<file path="src/rtl/belt_pkg.sv">
package belt_pkg;

    // Default geometry of the operand store
    localparam int DEF_DATA_W = 16;
    localparam int DEF_DEPTH  = 8;

    // Pair size used by the accumulator variant
    localparam int PAIR_DEPTH = 2;

    // Build-time organisation of the store
    typedef enum logic [0:0] {
        MODE_BELT     = 1'b0,
        MODE_PINGPONG = 1'b1
    } store_mode_e;

    // Number of positions actually built for a given mode
    function automatic int built_depth(store_mode_e mode, int depth);
        return (mode == MODE_PINGPONG) ? PAIR_DEPTH : depth;
    endfunction

endpackage

</file>
<file path="src/rtl/belt_slots.sv">
module belt_slots #(
    parameter int DATA_W = belt_pkg::DEF_DATA_W,
    parameter int N      = belt_pkg::DEF_DEPTH
) (
    input  logic                      clk,
    input  logic                      rst,
    input  logic                      push_en,
    input  logic [DATA_W-1:0]         push_data,
    output logic [N-1:0][DATA_W-1:0]  slots_q
);

    // One register per position; each takes its upper neighbour on a push
    for (genvar g = 0; g < N; g++) begin : g_slot
        if (g == 0) begin : g_top
            always_ff @(posedge clk) begin
                if (rst)
                    slots_q[g] <= '0;
                else if (push_en)
                    slots_q[g] <= push_data;
            end
        end else begin : g_lower
            always_ff @(posedge clk) begin
                if (rst)
                    slots_q[g] <= '0;
                else if (push_en)
                    slots_q[g] <= slots_q[g-1];
            end
        end
    end

    AST_RESET_CLEARS: assert property (@(posedge clk)
        rst |=> (slots_q == '0));

    AST_TOP_LOADED: assert property (@(posedge clk) disable iff (rst)
        push_en |=> (slots_q[0] == $past(push_data)));

    AST_SHIFT_DOWN: assert property (@(posedge clk) disable iff (rst)
        push_en |=> (slots_q[N-1] == $past(slots_q[N-2])));

    AST_HOLD_IDLE: assert property (@(posedge clk) disable iff (rst)
        !push_en |=> $stable(slots_q));

endmodule

</file>
<file path="src/rtl/belt_pick.sv">
module belt_pick #(
    parameter int                    DATA_W = belt_pkg::DEF_DATA_W,
    parameter int                    N      = belt_pkg::DEF_DEPTH,
    parameter int                    IDX_W  = 3,
    parameter belt_pkg::store_mode_e MODE   = belt_pkg::MODE_BELT
) (
    input  logic                      clk,
    input  logic                      rst,
    input  logic [N-1:0][DATA_W-1:0]  slots_q,
    input  logic [IDX_W-1:0]          sel_idx,
    output logic [DATA_W-1:0]         pick_q
);

    logic [IDX_W-1:0] eff_idx;
    logic [IDX_W-1:0] pos_idx;

    // Index 0 would reach the top; fold it onto the position below it
    always_comb begin
        eff_idx = sel_idx;
        if (sel_idx == '0)
            eff_idx = IDX_W'(1);
    end

    // In the pair variant the index is ignored
    always_comb begin
        if (MODE == belt_pkg::MODE_PINGPONG)
            pos_idx = IDX_W'(1);
        else
            pos_idx = eff_idx;
    end

    // Single read port spanning the positions below the top
    always_comb begin
        pick_q = slots_q[1];
        for (int i = 0; i < N; i++) begin
            if (pos_idx == IDX_W'(i))
                pick_q = slots_q[i];
        end
    end

    always_ff @(posedge clk) begin
        if (!rst && MODE == belt_pkg::MODE_BELT && sel_idx == '0)
            AST_ZERO_FOLDS: assert (pick_q == slots_q[1]);
    end

    always_ff @(posedge clk) begin
        if (!rst && MODE == belt_pkg::MODE_PINGPONG)
            AST_PAIR_IGNORES_IDX: assert (pick_q == slots_q[1]);
    end

endmodule

</file>
<file path="src/rtl/belt_store.sv">
module belt_store #(
    parameter int                    DATA_W = belt_pkg::DEF_DATA_W,
    parameter int                    DEPTH  = belt_pkg::DEF_DEPTH,
    parameter belt_pkg::store_mode_e MODE   = belt_pkg::MODE_BELT
) (
    input  logic                       clk,
    input  logic                       rst,
    input  logic                       push_en,
    input  logic [DATA_W-1:0]          push_data,
    input  logic [$clog2(DEPTH)-1:0]   sel_idx,
    output logic [DATA_W-1:0]          top_q,
    output logic [DATA_W-1:0]          pick_q
);

    localparam int IDX_W = $clog2(DEPTH);
    localparam int N     = belt_pkg::built_depth(MODE, DEPTH);

    logic [N-1:0][DATA_W-1:0] slots_q;

    belt_slots #(
        .DATA_W (DATA_W),
        .N      (N)
    ) u_slots (
        .clk       (clk),
        .rst       (rst),
        .push_en   (push_en),
        .push_data (push_data),
        .slots_q   (slots_q)
    );

    belt_pick #(
        .DATA_W (DATA_W),
        .N      (N),
        .IDX_W  (IDX_W),
        .MODE   (MODE)
    ) u_pick (
        .clk     (clk),
        .rst     (rst),
        .slots_q (slots_q),
        .sel_idx (sel_idx),
        .pick_q  (pick_q)
    );

    // First operand is always the top position
    assign top_q = slots_q[0];

    if (MODE == belt_pkg::MODE_PINGPONG) begin : g_pair_chk
        AST_PAIR_SWAP: assert property (@(posedge clk) disable iff (rst)
            push_en |=> (pick_q == $past(top_q)));
    end else begin : g_belt_chk
        AST_TOP_TO_NEXT: assert property (@(posedge clk) disable iff (rst)
            (push_en && sel_idx == IDX_W'(1)) |=> (slots_q[1] == $past(top_q)));
    end

endmodule

</file>
<file path="config.mk">
export PLATFORM = sky130hd
export DESIGN_NAME = belt_store
export DESIGN_NICKNAME = d
export VERILOG_FILES = /design/src/rtl/belt_pkg.sv /design/src/rtl/belt_slots.sv /design/src/rtl/belt_pick.sv /design/src/rtl/belt_store.sv
export SDC_FILE = /design/constraint.sdc
export NUM_CORES = 1
export LEC_CHECK = 0
export ABC_AREA = 1
export BUFFER_PORTS_ARGS = -buffer_cell sky130_fd_sc_hd__buf_2
export CAP_MARGIN = 5
export CORE_UTILIZATION = 56
export DETAILED_ROUTE_END_ITERATION = 7
export PLACE_DENSITY = 0.72
export SYNTH_ARGS = -nofsm -noshare
export SYNTH_HDL_FRONTEND = slang
export SYNTH_SLANG_ARGS = --single-unit
</file>
<file path="constraint.sdc">
create_clock -name clk -period 2.7 [get_ports clk]
set_input_delay 0 -clock clk [delete_from_list [all_inputs] [get_ports clk]]
set_output_delay 0 -clock clk [all_outputs]
set_load 0.02 [all_outputs]
</file>
==> impl_metrics.yaml <==
yosys:
  synth_fp_nets: 850
  synthTopCellsByCount: "nand2_1 (305), dfxtp_1 (128), a21oi_1 (110)"
  synth_flop_cell: "dfxtp_1"
  syn_avg_cell_area_sq_um: 6.877
  yosysTopAreaCell: "dfxtp_1"
  synth.cell_area_sq_um: 5694
  synth_warnings: 0
  syn_inst: 828
  synth_seq_area_share: 0.4500
  yosysMostFrequentCell: "nand2_1"
  postSynthRegisterBits: 128
  ys_types: 23
  yosys-top-cells-area: "dfxtp_1 (45%), nand2_1 (20%), a21oi_1 (9.7%)"
  synthArstFlopShare: 0
  synth_top_area_frac: 0.4500
  synth-edff-count: 0
timing:
  layout_setup_ws_ns: 0.8140
  timing.slew.headroom: 0.4473
  rsz0062_at_grt: "false"
  clock_skew_ns: 0.008011
  tns_ns: 0
  final_max_slew_viol_count: 0
  period_needed_ns: 1.886
  hold_viol_final: 0
  tightest_slew_ns: 0.8290
  setup_viol: 0
  max_freq_ghz: 0.5302
  period_share: 0.6985
grt:
  grtUsageMet1: 0.3625
  use_met2: 0.4133
  grt_busiest_layer: "met2"
  use_met3: 0.07322
  grt_pass1_vias: 4704
  grt_max_degree: 86
  grt_pass1_wl_mm: 21.91
  grt_antenna_before_repair: 0
  grt_overflow_total: 0
  grt.total_usage: 0.2670
setup_path:
  end_kind: "primary output"
  r2r_start: "u_slots.slots_q[21]"
  cp.required_ns: 2.70
  rrSetupSlack_ns: 1.98
  setup.worst_path.start_class: "input pin"
  startpoint: "sel_idx[2]"
  critPathKind: "in2out"
  cp.arrival_ns: 1.89
  worstPathMaxFanout: 23
  reg2reg_depth: 2
  rr_endpoint: "u_slots.slots_q[21]"
  crit_end: "pick_q[5]"
clock_tree:
  postCtsResizedCells: 0
  clock_path_buffers: 2
  numCtsBuffers: 17
  path_clk_slew_ns: 0.06
  cts.sinks: 128
  cts_root_buf: "clkbuf_8"
  clkLatencyLatePin_ns: 0.53
  cts_tree: "yes"
  htreeDepth: 4
job:
  drv_cap: 0
cells_and_area:
  nFillCells: 851
  diodes: 0
  fin_nets: 876
  design_area_sq_um: 6690
  area_growth_pct: 17.49
  largest_register_ffs: 128
  fin_cells: 1000
  drive_gt1_frac: 0.1246
  top_register: "u_slots.slots_q"
  top_regs: "u_slots.slots_q: 128 flops"
floorplan:
  core-area_sq_um: 9819
  die_h_um: 102.8
  pin_count: 54
  die_area_sq_um: 10580
  num_rows: 36
  start_util: 0.5799
  die_w_um: 102.8
route:
  drtAntennaViolNets: 0
  routed-via-count: 5221
  route.detailed.drc: 0
  routed_wl_mm: 13.13
  routed_via_density: 5.221
  drt_pass1_iterations: 5
  drt_iter0_drc: 295
  routedWlPerCell_um: 13.13
place:
  pre_cts_slack_ns: 0.8911
  dpl.hpwl_mm: 7.728
  postPlaceCellArea_sq_um: 5866
  gp_congestion: 0.8915
  dp.cells: 951
  numPortBuffers: 53
run_status:
  status: "finished clean"
power_and_ir_drop:
  power.density_nw_per_um2: 738.9
  leakage_nw: 2.752
  ir_worst_vdd_mv: 0.5970
worst_hold_path:
  hp-class: "in2reg"
[logic make-up after synthesis]
| family | synth area share |
|---|---|
| buffers and inverters | 0.09031 |
| AOI/OAI and AO/OA | 0.1362 |
| and+or+nand+nor | 0.3234 |
| DFF | 0.4500 |
[timing repair]
item / 4_1_cts / 5_1_grt
hold endpoints to repair: 17 / 0
setup buffers: 0 / 0
hold buffers: 17 / 0
[final cells by class]
class,count,area [sq um],share of cell area
clock buffers,23,476.7,0.07125
clock inverters,9,177.7,0.02656
inverters,40,151.4,0.02263
multi-input cells,589,2618,0.3912
flip-flops and latches,128,2562,0.3830
well taps,133,166.4,0.02487
repair buffers,78,538.0,0.08042
[layer usage]
layer / part of all wire / wire [um] / vias to the layer above
met5: 0 / 0 / -
met4: 0.013 / 166 / 0
met3: 0.051 / 676 / 17
met2: 0.46 / 6023 / 163
met1: 0.48 / 6267 / 2347
li1: - / - / 2694
[metrics by stage]
| step | util | hold slack [ns] | power [W] |
|---|---|---|---|
| 5_1_grt | 0.6813 | 0.08475 | 0.005143 |
| 4_1_cts | 0.6813 | 0.04739 | 0.004966 |
| 3_3_place_gp | 0.5974 | 0.2516 | 0.002457 |
| 2_1_floorplan | - | 0.1490 | 0.002358 |
| 3_5_place_dp | 0.5974 | 0.2554 | 0.002467 |
| 6_report | 0.6813 | 0.05505 | 0.004943 |
[critical path, stage by stage]
cell and delay, ns:
buf_2 0.10, inv_1 0.34, nand3_2 0.44, clkinv_1 0.34, nand2_1 0.10, nand3_1 0.10
nand3_1 0.11, nand2_1 0.08, nand2_1 0.05, nand2_1 0.05, buf_2 0.15
[power by group]
part	internal [W]	total (W)	switching, W
sequential	0.00195	0.00198	0.0000344
combinational	0.000160	0.000473	0.000313
clock	0.00169	0.00249	0.000800
[placed cells by master (no fill, tap or decap)]
master	instances
nand2_1	305
dfxtp_1	128
a21oi_1	110
nor2_1	69
buf_2	51
nand3_1	48
inv_1	35
a211oi_1	30
dlygate4sd3_1	17
clkbuf_16	16
or2_2	9
buf_4	7
nand4_1	6
or2_0	5
clkbuf_8	5
bufinv_16	5
clkinvlp_4	3
buf_12	3
inv_2	2
clkinv_1	2
or2_1	2
clkinv_2	2
clkbuf_1	2
nand3_4	1
nand3_2	1
nand2_2	1
nor3_2	1
nor3_4	1
[how the worst min path moves through the flow]
stage | startpoint | end | slack [ns] | depth (start not counted)
4_1_cts | rst | u_slots.slots_q[5] | 0.05 | 2
6_report | rst | u_slots.slots_q[5] | 0.06 | 2
2_1_floorplan | push_data[0] | u_slots.slots_q[0] | 0.15 | 2
3_3_place_gp | push_data[15] | u_slots.slots_q[15] | 0.25 | 3
5_1_grt | rst | u_slots.slots_q[2] | 0.08 | 2
3_5_place_dp | push_data[13] | u_slots.slots_q[13] | 0.26 | 3
No activity file was read; power rests on OpenSTA's default activity.
